--- src/rtl/msic_pkg.sv ---
package msic_pkg;
   localparam int REG_W          = 32;
   localparam int REC_W          = 128;
   localparam int REC_SHIFT      = 4;
   localparam int MIN_RING_SHIFT = 15;

   localparam logic [2:0] IX_CTRL    = 3'd0;
   localparam logic [2:0] IX_BASE_HI = 3'd3;
   localparam logic [2:0] IX_BASE_LO = 3'd4;
   localparam logic [2:0] IX_RD_OFS  = 3'd5;
   localparam logic [2:0] IX_WR_OFS  = 3'd6;

   localparam int CB_EN    = 0;
   localparam int CB_FULL  = 1;
   localparam int CB_IRQ   = 3;
   localparam int CB_STOP  = 4;
   localparam int CB_SIZE  = 8;
   localparam int CB_OVF   = 16;

   typedef struct packed {
      logic       run;
      logic       full_chk;
      logic       irq_on;
      logic       halt_full;
      logic [1:0] size_code;
   } ctrl_t;

   typedef enum logic {ENG_IDLE, ENG_BUSY} eng_state_t;
endpackage

--- src/rtl/msic_csr.sv ---
module msic_csr
   import msic_pkg::*;
#(
   parameter int OFFS_W = 18,
   parameter int ADDR_W = 64
) (
   input  logic              clk,
   input  logic              rst_n,
   input  logic              reg_we,
   input  logic [2:0]        reg_idx,
   input  logic [REG_W-1:0]  reg_wdata,
   output logic [REG_W-1:0]  reg_rdata,
   input  logic [OFFS_W-1:0] ring_mask,
   input  logic [OFFS_W-1:0] wr_ofs,
   input  logic              ovf_set,
   input  logic              rd_bump,
   output ctrl_t             ctrl,
   output logic [ADDR_W-1:0] base,
   output logic [OFFS_W-1:0] rd_ofs
);
   localparam int HI_USED = ADDR_W - REG_W;

   ctrl_t              ctrl_q;
   logic [REG_W-1:0]   base_lo_q;
   logic [HI_USED-1:0] base_hi_q;
   logic [OFFS_W-1:0]  rd_q;
   logic               ovf_q;
   logic               wr_ctrl, wr_rd;

   assign wr_ctrl = reg_we && (reg_idx == IX_CTRL);
   assign wr_rd   = reg_we && (reg_idx == IX_RD_OFS);

   always_ff @(posedge clk) begin
      if (!rst_n) begin
         ctrl_q    <= '0;
         base_lo_q <= '0;
         base_hi_q <= '0;
         rd_q      <= '0;
         ovf_q     <= 1'b0;
      end else begin
         if (wr_ctrl) begin
            ctrl_q.run       <= reg_wdata[CB_EN];
            ctrl_q.full_chk  <= reg_wdata[CB_FULL];
            ctrl_q.irq_on    <= reg_wdata[CB_IRQ];
            ctrl_q.halt_full <= reg_wdata[CB_STOP];
            ctrl_q.size_code <= reg_wdata[CB_SIZE+1:CB_SIZE];
         end
         if (reg_we && reg_idx == IX_BASE_LO) base_lo_q <= reg_wdata;
         if (reg_we && reg_idx == IX_BASE_HI) base_hi_q <= reg_wdata[HI_USED-1:0];
         if (wr_rd)
            rd_q <= reg_wdata[OFFS_W-1:0] & ring_mask;
         else if (rd_bump)
            rd_q <= (rd_q + OFFS_W'(16)) & ring_mask;
         if (ovf_set)
            ovf_q <= 1'b1;
         else if (wr_ctrl && reg_wdata[CB_OVF])
            ovf_q <= 1'b0;
      end
   end

   assign ctrl   = ctrl_q;
   assign base   = {base_hi_q, base_lo_q};
   assign rd_ofs = rd_q & ring_mask;

   always_comb begin
      reg_rdata = '0;
      case (reg_idx)
         IX_CTRL: begin
            reg_rdata[CB_EN]               = ctrl_q.run;
            reg_rdata[CB_FULL]             = ctrl_q.full_chk;
            reg_rdata[CB_IRQ]              = ctrl_q.irq_on;
            reg_rdata[CB_STOP]             = ctrl_q.halt_full;
            reg_rdata[CB_SIZE+1:CB_SIZE]   = ctrl_q.size_code;
            reg_rdata[CB_OVF]              = ovf_q;
         end
         IX_BASE_HI: reg_rdata = REG_W'(base_hi_q);
         IX_BASE_LO: reg_rdata = base_lo_q;
         IX_RD_OFS:  reg_rdata = REG_W'(rd_ofs);
         IX_WR_OFS:  reg_rdata = REG_W'(wr_ofs);
         default:    reg_rdata = '0;
      endcase
   end

   p_ovf_sticky_r8: assert property (@(posedge clk) disable iff (!rst_n)
      ovf_q && !(wr_ctrl && reg_wdata[CB_OVF]) |=> ovf_q);
   p_rd_align_r5: assert property (@(posedge clk) disable iff (!rst_n)
      rd_q[REC_SHIFT-1:0] == '0);
endmodule

--- src/rtl/msic_wr_ofs.sv ---
module msic_wr_ofs
   import msic_pkg::*;
#(
   parameter int OFFS_W = 18
) (
   input  logic              clk,
   input  logic              rst_n,
   input  logic              commit,
   input  logic [OFFS_W-1:0] ring_mask,
   output logic [OFFS_W-1:0] wr_ofs,
   output logic [OFFS_W-1:0] wr_next
);
   logic [OFFS_W-1:0] wr_q;

   assign wr_ofs  = wr_q & ring_mask;
   assign wr_next = (wr_ofs + OFFS_W'(1 << REC_SHIFT)) & ring_mask;

   always_ff @(posedge clk) begin
      if (!rst_n)      wr_q <= '0;
      else if (commit) wr_q <= wr_next;
   end

   p_wr_hold_r4: assert property (@(posedge clk) disable iff (!rst_n)
      !commit |=> $stable(wr_q));
   p_wr_align_r5: assert property (@(posedge clk) disable iff (!rst_n)
      wr_q[REC_SHIFT-1:0] == '0);
endmodule

--- src/rtl/msic_engine.sv ---
module msic_engine
   import msic_pkg::*;
#(
   parameter int OFFS_W = 18,
   parameter int ADDR_W = 64,
   parameter int ID_W   = 32
) (
   input  logic              clk,
   input  logic              rst_n,
   input  logic              run,
   input  logic              halt_full,
   input  logic              full,
   input  logic [ADDR_W-1:0] base,
   input  logic [OFFS_W-1:0] wr_ofs,
   input  logic              msi_valid,
   input  logic [REG_W-1:0]  msi_data,
   output logic              msi_ready,
   output logic              mem_valid,
   output logic [ADDR_W-1:0] mem_addr,
   output logic [REC_W-1:0]  mem_data,
   input  logic              mem_ready,
   output logic              commit,
   output logic              ovf_set,
   output logic              rd_bump
);
   eng_state_t        state_q;
   logic [ADDR_W-1:0] addr_q;
   logic [REC_W-1:0]  data_q;
   logic [REC_W-1:0]  record;
   logic              take, drop;

   generate
      if (ID_W == REG_W) begin : g_full_id
         assign record = {{(REC_W-REG_W){1'b0}}, msi_data};
      end else begin : g_narrow_id
         assign record = {{(REC_W-ID_W){1'b0}}, msi_data[ID_W-1:0]};
      end
   endgenerate

   assign msi_ready = (state_q == ENG_IDLE);
   assign mem_valid = (state_q == ENG_BUSY);
   assign mem_addr  = addr_q;
   assign mem_data  = data_q;
   assign take      = msi_valid && msi_ready;
   assign drop      = !run || (full && halt_full);
   assign ovf_set   = take && run && full && halt_full;
   assign commit    = mem_valid && mem_ready;
   assign rd_bump   = commit && full && !halt_full;

   always_ff @(posedge clk) begin
      if (!rst_n) begin
         state_q <= ENG_IDLE;
         addr_q  <= '0;
         data_q  <= '0;
      end else begin
         case (state_q)
            ENG_IDLE: if (take && !drop) begin
               addr_q  <= base + ADDR_W'(wr_ofs);
               data_q  <= record;
               state_q <= ENG_BUSY;
            end
            ENG_BUSY: if (mem_ready) state_q <= ENG_IDLE;
            default:  state_q <= ENG_IDLE;
         endcase
      end
   end

   p_take_issue_r3: assert property (@(posedge clk) disable iff (!rst_n)
      take && !drop |=> mem_valid);
   p_req_steady_r4: assert property (@(posedge clk) disable iff (!rst_n)
      mem_valid && !mem_ready |=> mem_valid && $stable(mem_addr) && $stable(mem_data));
   p_off_quiet_r7: assert property (@(posedge clk) disable iff (!rst_n)
      take && !run |=> !mem_valid);
   p_busy_block_r11: assert property (@(posedge clk) disable iff (!rst_n)
      mem_valid && !mem_ready |=> !msi_ready);
endmodule

--- src/rtl/msi_ring_ctrl.sv ---
module msi_ring_ctrl
   import msic_pkg::*;
#(
   parameter int OFFS_W = 18,
   parameter int ADDR_W = 64,
   parameter int ID_W   = 32
) (
   input  logic              clk,
   input  logic              rst_n,
   input  logic              reg_we,
   input  logic [2:0]        reg_idx,
   input  logic [31:0]       reg_wdata,
   output logic [31:0]       reg_rdata,
   input  logic              msi_valid,
   input  logic [31:0]       msi_data,
   output logic              msi_ready,
   output logic              mem_valid,
   output logic [ADDR_W-1:0] mem_addr,
   output logic [127:0]      mem_data,
   input  logic              mem_ready,
   output logic              irq
);
   localparam int MAX_SHIFT = MIN_RING_SHIFT + 3;

   generate
      if (OFFS_W < MAX_SHIFT || OFFS_W > REG_W) begin : g_bad_offs
         $error("OFFS_W must cover the largest ring and fit a register");
      end
      if (ADDR_W <= REG_W || ADDR_W > 2*REG_W) begin : g_bad_addr
         $error("ADDR_W must lie between 33 and 64");
      end
      if (ID_W < 16 || ID_W > REG_W) begin : g_bad_id
         $error("ID_W must lie between 16 and 32");
      end
   endgenerate

   ctrl_t             ctrl;
   logic [ADDR_W-1:0] base;
   logic [OFFS_W-1:0] ring_mask, rd_ofs, wr_ofs, wr_next;
   logic              full, commit, ovf_set, rd_bump;

   assign ring_mask = ((OFFS_W'(1) << (MIN_RING_SHIFT + int'(ctrl.size_code))) - OFFS_W'(1))
                      & ~OFFS_W'((1 << REC_SHIFT) - 1);
   assign full = ctrl.full_chk && (wr_next == rd_ofs);
   assign irq  = ctrl.irq_on && (wr_ofs != rd_ofs);

   msic_csr #(.OFFS_W(OFFS_W), .ADDR_W(ADDR_W)) u_csr (
      .clk, .rst_n, .reg_we, .reg_idx, .reg_wdata, .reg_rdata,
      .ring_mask, .wr_ofs, .ovf_set, .rd_bump, .ctrl, .base, .rd_ofs);

   msic_wr_ofs #(.OFFS_W(OFFS_W)) u_wofs (
      .clk, .rst_n, .commit, .ring_mask, .wr_ofs, .wr_next);

   msic_engine #(.OFFS_W(OFFS_W), .ADDR_W(ADDR_W), .ID_W(ID_W)) u_eng (
      .clk, .rst_n, .run(ctrl.run), .halt_full(ctrl.halt_full), .full,
      .base, .wr_ofs, .msi_valid, .msi_data, .msi_ready,
      .mem_valid, .mem_addr, .mem_data, .mem_ready,
      .commit, .ovf_set, .rd_bump);

   p_irq_level_r6: assert property (@(posedge clk) disable iff (!rst_n)
      !ctrl.irq_on |-> !irq);
endmodule

--- config.mk ---
export PLATFORM = sky130hd
export DESIGN_NAME = msi_ring_ctrl
export DESIGN_NICKNAME = d
export VERILOG_FILES = /design/src/rtl/msic_pkg.sv /design/src/rtl/msic_csr.sv /design/src/rtl/msic_wr_ofs.sv /design/src/rtl/msic_engine.sv /design/src/rtl/msi_ring_ctrl.sv
export SDC_FILE = /design/constraint.sdc
export NUM_CORES = 1
export LEC_CHECK = 0
export BUFFER_PORTS_ARGS = -buffer_cell sky130_fd_sc_hd__buf_2
export CAP_MARGIN = 20
export CORE_MARGIN = 5
export CORE_UTILIZATION = 40
export CTS_CLUSTER_DIAMETER = 100
export DETAILED_ROUTE_END_ITERATION = 10
export PLACE_DENSITY = 0.75
export SETUP_SLACK_MARGIN = 0.15
export SLEW_MARGIN = 20
export SYNTH_ARGS = -nofsm -noshare
export SYNTH_HDL_FRONTEND = slang
export SYNTH_HIERARCHICAL = 1
export SYNTH_SLANG_ARGS = --single-unit
--- constraint.sdc ---
create_clock -name clk -period 4.42 [get_ports clk]
set_input_delay 0.663 -clock clk [delete_from_list [all_inputs] [get_ports clk]]
set_output_delay 0.663 -clock clk [all_outputs]
set_load 0.03 [all_outputs]
==> impl_metrics.env, run 1 <==
export IMPL_final_nets=1939
export IMPL_fin_util_pct=47.4
export IMPL_crit_family="simple AND/OR/NAND/NOR gates"
export IMPL_syn_area_mm2=0.0124
export IMPL_arrival_ns=4.50
export IMPL_synth_mux_area_fraction_pct=3.23
export IMPL_total_power_uw=4270
export IMPL_synthArstFlopShare_pct=0
export IMPL_finalHoldViolCount=0
export IMPL_clockRootBuffer="clkbuf_16"
export IMPL_via_per_inst=5.50
export IMPL_grt_max_degree=55
export IMPL_synth_most_common_cell="nand2_1"
export IMPL_dieArea_mm2=0.0347
export IMPL_drv_slew=0
export IMPL_wl_met3_um=4140
export IMPL_power_switching_share_pct=26.7
export IMPL_powerDensity_mw_per_mm2=294
export IMPL_antenna_found_initial=2
export IMPL_yosys_most_used_dff="dfxtp_1"
export IMPL_crit_buf_inv=3
export IMPL_gp_congestion=0.935
export IMPL_globalRouteOverflowTotal=0
export IMPL_critPathLaunch="u_wofs/wr_q[6]$_SDFFE_PN0P_"
export IMPL_clk_path_buf_depth=3
export IMPL_slew_headroom_pct=29.7
export IMPL_clock_latency_ns=0.54
export IMPL_place_hpwl_um=32200
export IMPL_power_switching_uw=1140
export IMPL_path_cells="nand4_4, or4_4, or3_2, a21boi_1, xnor2_1, nand4_1, or4_1, nor4_4, buf_4, nand2_1, nand4_1, buf_12, buf_4, nand2_1, a21oi_1"
export IMPL_fin_crit_sh_pct=91.3
export IMPL_whs_endpoint="u_eng/mem_data[9]$_SDFFE_PN0P_"
export IMPL_synth_area_leaders="dfxtp_1 (33%), nand2_1 (9.2%), a21oi_1 (7.1%), buf_4 (6.6%), xor2_1 (3.7%)"
export IMPL_io_pins=299
export IMPL_cts_made_buffers=24
export IMPL_leakagePower_uw=0.00625
export IMPL_min_period_ns=4.04
export IMPL_rows=64
export IMPL_r2r_cells=15
export IMPL_hp_class="primary input to flip-flop"
export IMPL_startpoint_type="flip-flop"
export IMPL_synthCells=1590
export IMPL_fmax_mhz=248
export IMPL_synth_yosys_seq_area_share_pct=32.9
export IMPL_finClkSkew_ns=0.0220
export IMPL_endpoint_kind="flip-flop"
export IMPL_fp_dieH_um=186
export IMPL_synth_xor_area_share_pct=5.78
export IMPL_grt_pass1_vias=11200
export IMPL_highest_layer="met5"
export IMPL_reg2reg_to="u_eng/mem_data[1]$_SDFFE_PN0P_"
export IMPL_ys_ff_latch=204
export IMPL_detail_route_antenna_nets=0
export IMPL_vias=12400
export IMPL_cts_htree_levels=1
export IMPL_grt_util_all_layers_pct=22.7
export IMPL_final_cells=2258
export IMPL_r2r_slack_ns=0.38
export IMPL_min_path_cells=3
export IMPL_placed_area_mm2=0.0137
export IMPL_postRouteWirelength_um=43000
export IMPL_p_int_uw=3130
export IMPL_max_vdd_ir_drop_uv=239
export IMPL_cp_required_ns=4.88
export IMPL_drc=0
export IMPL_combPwrFrac_pct=9.0
export IMPL_timing_rr_start="u_wofs/wr_q[6]$_SDFFE_PN0P_"
export IMPL_met2_length_um=19300
export IMPL_critPathKind="flip-flop to flip-flop"
export IMPL_setup_tns_final_ns=0
export IMPL_critPathSlowestCell="or4_4"
export IMPL_core_area_mm2=0.0307
export IMPL_clkTransAtPathRegs_ns=0.06
export IMPL_synth_cell_types=89
export IMPL_maxCapViolCount=0
export IMPL_n_antenna_cell=0
export IMPL_synth_top_cell_area_share_pct=32.9
export IMPL_finalSetupViolCount=0
export IMPL_cts_sinks=204
export IMPL_wire_per_inst_um=19.0
export IMPL_final_layout_size_suffix_gt1_share_pct=16.6
export IMPL_post_synth_top_area_cell="dfxtp_1"
export IMPL_rsz0062_at_grt="no"
export IMPL_grt_pass1_wl_um=62800
export IMPL_synthTopCellsByCount="nand2_1 (305), dfxtp_1 (204), a21oi_1 (177), buf_4 (110), o21ai_0 (79)"
export IMPL_first_pass_iters=5
export IMPL_first_iter_violations=1297
export IMPL_cts_tree="done"
export IMPL_slowest_delay_ns=0.62
export IMPL_critPathMaxFanout=24
export IMPL_synthSimpleGateAreaFrac_pct=23.4
export IMPL_hold_start="msi_data[9]"
export IMPL_die_w_um=186
export IMPL_drt_met1_wl_um=17600
export IMPL_outcome="completed"
export IMPL_port_buffers=202
export IMPL_yosys_warnings=6
export IMPL_tightest_slew_ns=1.05
export IMPL_pwr_share_clk_pct=46.5
export IMPL_p_seq_share_pct=44.5
export IMPL_area_growth_synth_to_final_pct=17.0
export IMPL_stdcell_area_mm2=0.0145
export IMPL_start_util_pct=40.5
export IMPL_synth_edf_count=0
export IMPL_avgSynthCellArea_um2=7.82
export IMPL_synth_adder_area_share_pct=2.17
export IMPL_postCtsHoldBufs=0
export IMPL_synth_top_family_by_area="simple AND/OR/NAND/NOR gates"
export IMPL_dp_cells=2208
export IMPL_synth_compound_area_share_pct=22.1
[power groups by stage]
stage | clock network [uW] | registers, uW | logic (uW)
detailed placement | 0 | 1940 | 375
global placement | 0 | 1940 | 371
global route | 2090 | 1900 | 416
floorplan | 0 | 1940 | 327
CTS | 2020 | 1900 | 376
finish | 1990 | 1900 | 386
[per-stage QoR]
step	hold WS [ns]	setup slack, ns
floorplan	0.425	0.461
global placement	0.428	0.332
detailed placement	0.441	0.187
CTS	0.354	0.160
global route	0.357	0.140
finish	0.365	0.385
[what timing repair did]
action                     CTS  global route
setup endpoints to repair    0            96
resized for setup            0             7
buffers inserted             0             6
[cells in the final DEF, fill, tap and decap left out, types with 5 or more instances in the layout]
cell / instances
a22oi_1: 7
xnor2_1: 30
nand4_1: 31
a21o_1: 7
dfxtp_1: 201
and3_1: 20
nor2b_1: 11
mux2i_1: 39
o22ai_1: 8
o211ai_1: 14
buf_2: 202
nand2_1: 305
nor4_1: 16
o311a_1: 5
nand2b_1: 8
o31ai_1: 9
a21oi_1: 176
or4_1: 10
o21ai_0: 79
conb_1: 189
a21boi_0: 8
or3_1: 11
o211a_1: 5
ha_1: 20
a211oi_1: 15
clkbuf_16: 25
and2_1: 40
inv_1: 26
nand3_1: 38
nand4b_1: 5
nor3_1: 14
a31oi_1: 18
and4_1: 8
a22o_1: 24
clkbuf_1: 6
buf_4: 26
xor2_1: 52
nor2_1: 43
[state kept, by name, summed over array words and instances (netlist names)]
signal	cells
u_eng/mem_valid	1
u_csr/ctrl	6
u_csr/base_lo_q	32
u_eng/mem_addr	64
u_csr/rd_q	18
u_wofs/wr_q	18
u_eng/mem_data	32
u_csr/base_hi_q	32
u_csr/ovf_q	1
[kinds of logic (layout without fill, tap and decap cells)]
kind of cell / count (synthesis) / after routing
compound gates: 433 / 434
simple gates: 590 / 590
xor+xnor: 82 / 82
other cells: 3 / 189
fa+ha+maj: 21 / 21
buf+inv: 217 / 302
mux: 40 / 40
flops: 204 / 204
[worst max path at each step]
stage,to,depth (start not counted),slack [ns]
after floorplan,u_csr/rd_q[6]$_SDFFE_PN0P_,15,0.46
after detailed placement,u_eng/mem_addr[62]$_SDFFE_PN0P_,13,0.19
final,u_eng/mem_data[1]$_SDFFE_PN0P_,15,0.38
after global placement,u_eng/mem_data[10]$_SDFFE_PN0P_,15,0.33
after CTS,u_eng/mem_addr[62]$_SDFFE_PN0P_,13,0.16
after global routing,u_eng/mem_data[1]$_SDFFE_PN0P_,15,0.14
[layer usage]
layer | vias to the layer above | GRT usage, %
met5 | - | 0
met4 | 2 | 9.53
met3 | 107 | 4.51
met2 | 638 | 35.4
met1 | 5789 | 30.8
li1 | 5887 | -
[worst register-to-register path, stage by stage (launching register included)]
cell,delay (ns)
dfxtp_1,0.42
nand4_4,0.17
or4_4,0.62
or3_2,0.43
a21boi_1,0.19
xnor2_1,0.15
nand4_1,0.12
or4_1,0.61
nor4_4,0.20
buf_4,0.20
nand2_1,0.07
nand4_1,0.17
buf_12,0.20
buf_4,0.22
nand2_1,0.06
a21oi_1,0.14
[layout make-up]
class                      count  area [um2]
sequential                   204        4090
timing repair buffer         231        1270
multi-input combinational   1356        7790
tap                          396         495
clock inverter                 8         104
fill                        3045       16100
inverter                      29         109
clock buffer                  34         678
(Power assumes the default switching activity.)
==> run 2, diff against run 1 <==
--- a/config.mk
+++ b/config.mk
@@ -11,6 +11,7 @@
 export CORE_UTILIZATION = 40
 export CTS_CLUSTER_DIAMETER = 100
 export DETAILED_ROUTE_END_ITERATION = 10
+export GPL_TIMING_DRIVEN = 0
 export PLACE_DENSITY = 0.75
 export SETUP_SLACK_MARGIN = 0.15
 export SLEW_MARGIN = 20
==> run 2 against run 1 <==
Net effect: final cell count rose by 7.2%; via count up 4.0%; register-to-register slack got worse by 0.12 ns; die area did not move; critical endpoint is now u_eng/mem_addr[63]$_SDFFE_PN0P_; highest routed layer is now met4.
==> impl_metrics.env, run 2 (same netlist as run 1, synthesis figures left out) <==
export IMPL_port_buffers=202
export IMPL_finClkSkew_ns=0.0134
export IMPL_finalSetupViolCount=0
export IMPL_power_switching_share_pct=26.6
export IMPL_slew_headroom_pct=53.6
export IMPL_dieArea_mm2=0.0347
export IMPL_n_antenna_cell=0
export IMPL_seq_area_mm2=0.00410
export IMPL_clockRootBuffer="clkbuf_16"
export IMPL_p_int_uw=3220
export IMPL_grt_use_met3_pct=4.18
export IMPL_fill_cells=3047
export IMPL_fp_dieH_um=186
export IMPL_p_seq_share_pct=43.2
export IMPL_postRouteWirelength_um=45600
export IMPL_wire_per_inst_um=18.8
export IMPL_finalHoldViolCount=0
export IMPL_endpoint_kind="flip-flop"
export IMPL_clk_path_buf_depth=3
export IMPL_min_period_ns=4.16
export IMPL_leakagePower_uw=0.00691
export IMPL_grt_max_degree=15
export IMPL_grt_pass1_wl_um=67400
export IMPL_use_met2_pct=39.1
export IMPL_power_switching_uw=1170
export IMPL_cts_htree_levels=1
export IMPL_detail_route_antenna_nets=0
export IMPL_clock_latency_ns=0.52
export IMPL_largest_reg_flops=64
export IMPL_mostFrequentLayoutCell="nand2_1"
export IMPL_combPwrFrac_pct=10.7
export IMPL_setup_slack_ns=0.264
export IMPL_area_growth_synth_to_final_pct=25.1
export IMPL_rows=64
export IMPL_grt_util_all_layers_pct=24.7
export IMPL_maxCapViolCount=0
export IMPL_arrival_ns=4.54
export IMPL_core_area_mm2=0.0307
export IMPL_startpoint_type="flip-flop"
export IMPL_drv_slew=0
export IMPL_placed_area_mm2=0.0146
export IMPL_start_util_pct=40.5
export IMPL_fmax_mhz=241
export IMPL_grt_use_met1_pct=33.4
export IMPL_final_cell_mix="nand2_1 (305), buf_2 (220), dfxtp_1 (198)"
export IMPL_io_pins=299
export IMPL_powerDensity_mw_per_mm2=282
export IMPL_grt_pass1_vias=11700
export IMPL_via_per_inst=5.34
export IMPL_antenna_found_initial=0
export IMPL_first_pass_iters=8
export IMPL_rsz0062_at_grt="no"
export IMPL_clkTransAtPathRegs_ns=0.07
export IMPL_pre_cts_slack_ns=-0.534
export IMPL_cts_tree="done"
export IMPL_fin_util_pct=50.7
export IMPL_gp_congestion=1.03
export IMPL_postCtsHoldBufs=0
export IMPL_cts_sinks=204
export IMPL_cts_made_buffers=23
export IMPL_cp_required_ns=4.81
export IMPL_max_vdd_ir_drop_uv=241
export IMPL_pwr_share_clk_pct=46.0
export IMPL_critPathKind="flip-flop to flip-flop"
export IMPL_place_hpwl_um=35900
export IMPL_final_layout_size_suffix_gt1_share_pct=21.7
export IMPL_fin_crit_sh_pct=94.0
export IMPL_busiest_layer="met2"
export IMPL_drc=0
export IMPL_multi_input_area_mm2=0.00778
export IMPL_die_w_um=186
export IMPL_critPathMaxFanout=10
export IMPL_globalRouteOverflowTotal=0
export IMPL_final_nets=2101
export IMPL_tightest_slew_ns=0.693
export IMPL_hp_class="primary input to flip-flop"
export IMPL_outcome="completed"
export IMPL_vias=12900
export IMPL_stdcell_area_mm2=0.0155
export IMPL_first_iter_violations=1234
==> run 2: cell count changes in the layout (fill, tap and decap cells not counted), sizes merged <==
cell      change
a21oi         -1
buf         +118
bufinv        +2
clkinvlp      +4
clkinv        +3
clkbuf       +36
inv           +1
==> run 2: worst paths after layout <==
check / from / to / slack (ns) / cells after the start
max: u_wofs/wr_q[6]$_SDFFE_PN0P_ / u_eng/mem_addr[63]$_SDFFE_PN0P_ / 0.26 / 14
min: msi_data[14] / u_eng/mem_data[14]$_SDFFE_PN0P_ / 0.38 / 3
max reg2reg: u_wofs/wr_q[6]$_SDFFE_PN0P_ / u_eng/mem_addr[63]$_SDFFE_PN0P_ / 0.26 / 14
min reg2reg: u_wofs/wr_q[2]$_SDFFE_PN0P_ / u_wofs/wr_q[2]$_SDFFE_PN0P_ / 0.45 / 1
==> run 2: layout make-up <==
| class | instances | share of cell area [%] |
|---|---|---|
| clock buffers | 24 | 3.79 |
| well taps | 396 | 3.19 |
| plain buffers | 188 | 7.82 |
| clock inverters | 18 | 1.33 |
| repair buffers | 207 | 6.74 |
| multi-input cells | 1355 | 50.1 |
| inverters | 29 | 0.716 |
| flip-flops and latches | 204 | 26.3 |
==> run 2: routing by layer <==
metal  up-vias  part of all wire [%]
li1       6203                     -
met1      5969                    42
met2       647                    45
met3       103                   8.7
met4         0                   4.6
met5         -                     0
==> run 2: power groups by stage <==
| stage | Sequential [uW] | Clock, uW | Combinational (uW) |
|---|---|---|---|
| after floorplan | 1940 | 0 | 327 |
| after global placement | 1940 | 0 | 455 |
| after detailed placement | 1940 | 0 | 459 |
| after CTS | 1900 | 2060 | 460 |
| after global routing | 1900 | 2140 | 506 |
| final | 1900 | 2020 | 470 |
==> run 2: critical path: stages, from the launching register on <==
cell,delay (ns)
dfxtp_4,0.38
nand4_4,0.15
or4_4,0.58
buf_6,0.16
or3_2,0.42
a21boi_2,0.19
xnor2_1,0.14
nand4_1,0.12
or4_4,0.56
nor4_4,0.30
a21oi_2,0.18
clkbuf_4,0.25
clkbuf_1,0.27
o21ai_0,0.25
a21oi_1,0.06
==> run 2: stage by stage <==
stage	std cells	power, uW	TNS [ns]	hold slack (ns)
after floorplan	1776	2260	0	0.425
after global routing	2421	4540	0	0.376
after CTS	2419	4410	0	0.359
after detailed placement	2374	2400	-34.39	0.435
after global placement	2374	2390	-29.13	0.430
final	2421	4390	0	0.382
==> run 2: timing repair <==
action | 4_1_cts | 5_1_grt
pin swaps | 3 | 5
resized for setup | 25 | 16
endpoints found under the setup margin | 115 | 114
buffers inserted | 3 | 2
==> run 3, diff against run 2 <==
--- a/config.mk
+++ b/config.mk
@@ -9,11 +9,13 @@
 export CAP_MARGIN = 20
 export CORE_MARGIN = 5
 export CORE_UTILIZATION = 40
+export CTS_BUF_LIST = sky130_fd_sc_hd__clkbuf_8 sky130_fd_sc_hd__clkbuf_16
 export CTS_CLUSTER_DIAMETER = 100
 export DETAILED_ROUTE_END_ITERATION = 10
 export GPL_TIMING_DRIVEN = 0
 export PLACE_DENSITY = 0.75
 export SETUP_SLACK_MARGIN = 0.15
+export SKIP_CTS_REPAIR_TIMING = 1
 export SLEW_MARGIN = 20
 export SYNTH_ARGS = -nofsm -noshare
 export SYNTH_HDL_FRONTEND = slang
==> run 3 against run 2 <==
Net effect: largest cell class unchanged; worst hold slack gained 0.0058 ns; final cell count is essentially flat; cell area is essentially flat; critical path depth grew 1; worst setup slack gained 0.010 ns; critical path type unchanged; clock skew grew 0.0055 ns; critical endpoint is now u_csr/rd_q[7]$_SDFFE_PN0P_; routed wire length grew 0.12%; combinational power is essentially flat; flip-flop and latch count is the same.
==> impl_metrics.env, run 3 (same netlist as run 1, synthesis figures left out) <==
export IMPL_globalRouteOverflowTotal=0
export IMPL_finalHoldViolCount=0
export IMPL_endpoint_kind="flip-flop"
export IMPL_finalSetupViolCount=0
export IMPL_critPathKind="flip-flop to flip-flop"
export IMPL_grt_pass1_wl_um=67300
export IMPL_slew_headroom_pct=53.5
export IMPL_fp_dieH_um=186
export IMPL_power_switching_uw=1170
export IMPL_max_vdd_ir_drop_uv=242
export IMPL_pwr_share_clk_pct=46.0
export IMPL_fmax_mhz=241
export IMPL_rsz0062_at_grt="no"
export IMPL_cp_required_ns=4.83
export IMPL_total_power_uw=4390
export IMPL_io_pins=299
export IMPL_postRouteWirelength_um=45700
export IMPL_detail_route_antenna_nets=0
export IMPL_startpoint_type="flip-flop"
export IMPL_grt_max_degree=15
export IMPL_clkTransAtPathRegs_ns=0.07
export IMPL_slowest_delay_ns=0.58
export IMPL_leakagePower_uw=0.00691
export IMPL_arrival_ns=4.55
export IMPL_cp_common_cell="or4_4"
export IMPL_clk_path_buf_depth=3
export IMPL_area_growth_synth_to_final_pct=25.1
export IMPL_port_buffers=202
export IMPL_drc=0
export IMPL_cts_made_buffers=23
export IMPL_final_layout_size_suffix_gt1_share_pct=21.7
export IMPL_fin_crit_sh_pct=93.8
export IMPL_final_nets=2100
export IMPL_largest_reg_flops=64
export IMPL_critPathMaxFanout=10
export IMPL_clock_latency_ns=0.52
export IMPL_drv_slew=0
export IMPL_mostFrequentLayoutCell="nand2_1"
export IMPL_clockRootBuffer="clkbuf_16"
export IMPL_powerDensity_mw_per_mm2=282
export IMPL_hp_class="primary input to flip-flop"
export IMPL_critPathSlowestCell="or4_4"
export IMPL_cts_sinks=204
export IMPL_die_w_um=186
export IMPL_p_seq_share_pct=43.2
export IMPL_antenna_found_initial=0
export IMPL_grt_pass1_vias=11700
export IMPL_place_hpwl_um=35900
export IMPL_core_area_mm2=0.0307
export IMPL_hold_slack_ns=0.388
export IMPL_first_pass_iters=7
export IMPL_via_per_inst=5.35
export IMPL_wire_per_inst_um=18.9
export IMPL_combPwrFrac_pct=10.7
export IMPL_rows=64
export IMPL_grt_util_all_layers_pct=24.7
export IMPL_final_cell_mix="nand2_1 (305), buf_2 (220), dfxtp_1 (199)"
export IMPL_gp_congestion=1.03
export IMPL_finClkSkew_ns=0.0189
export IMPL_maxCapViolCount=0
export IMPL_dieArea_mm2=0.0347
export IMPL_tightest_slew_ns=0.697
export IMPL_outcome="completed"
export IMPL_path_cells="nand4_4, or4_4, buf_6, or3_2, a21boi_2, xnor2_1, nand4_1, or4_4, nor4_4, and3b_1, buf_4, inv_4, a21oi_1, nor2b_1, o311a_1"
export IMPL_min_period_ns=4.15
export IMPL_cts_htree_levels=1
export IMPL_fin_util_pct=50.7
export IMPL_start_util_pct=40.5
export IMPL_first_iter_violations=1157
export IMPL_cts_tree="done"
export IMPL_p_int_uw=3220
export IMPL_power_switching_share_pct=26.6
export IMPL_n_antenna_cell=0
export IMPL_vias=13000
run 3: power groups by stage:
| stage | Clock (uW) | Sequential (uW) | Combinational [uW] |
|---|---|---|---|
| finish | 2020 | 1900 | 471 |
| global route | 2140 | 1900 | 506 |
| CTS | 2060 | 1900 | 460 |
| detailed placement | 0 | 1940 | 459 |
| global placement | 0 | 1940 | 455 |
| floorplan | 0 | 1940 | 327 |
run 3: through the flow:
step / instance area [um2] / std cells / TNS [ns] / setup WS, ns
4_1_cts: 15400 / 2416 / -39.43 / -0.595
3_5_place_dp: 14600 / 2374 / -34.39 / -0.534
2_1_floorplan: 13100 / 1776 / 0 / 0.461
6_report: 15500 / 2420 / 0 / 0.274
3_3_place_gp: 14600 / 2374 / -29.13 / -0.481
5_1_grt: 15500 / 2420 / 0 / 0.150
run 3: per-layer routing:
layer	global-route usage [%]	up-vias	share of wire (%)
li1	-	6202	-
met1	33.3	6017	42
met2	39.4	630	45
met3	4.18	108	8.8
met4	9.76	0	4.4
met5	0	-	0
run 3: worst max-delay path, delay by kind of cell (launching register included):
kind / cells / cell delay, ns
and+or+nand+nor: 8 / 2.44
AOI/OAI and AO/OA: 3 / 0.62
buffers and inverters: 3 / 0.44
DFF: 1 / 0.38
xor gates and xnor gates: 1 / 0.14
run 3: worst paths after layout:
kind                               start                         endpoint  slack [ns]  depth (start not counted)
min reg2reg  u_wofs/wr_q[2]$_SDFFE_PN0P_      u_wofs/wr_q[2]$_SDFFE_PN0P_        0.45                          1
min                         msi_data[14]  u_eng/mem_data[14]$_SDFFE_PN0P_        0.39                          3
max          u_wofs/wr_q[6]$_SDFFE_PN0P_       u_csr/rd_q[7]$_SDFFE_PN0P_        0.27                         15
max reg2reg  u_wofs/wr_q[6]$_SDFFE_PN0P_       u_csr/rd_q[7]$_SDFFE_PN0P_        0.27                         15
run 3: cell type report:
cell class	count	area (um2)
flip-flops and latches	204	4100
multi-input cells	1355	7790
well taps	396	495
fillers	3051	15100
repair buffers	206	1040
clock buffers	24	589
plain buffers	188	1210
inverters	29	111
clock inverters	18	206
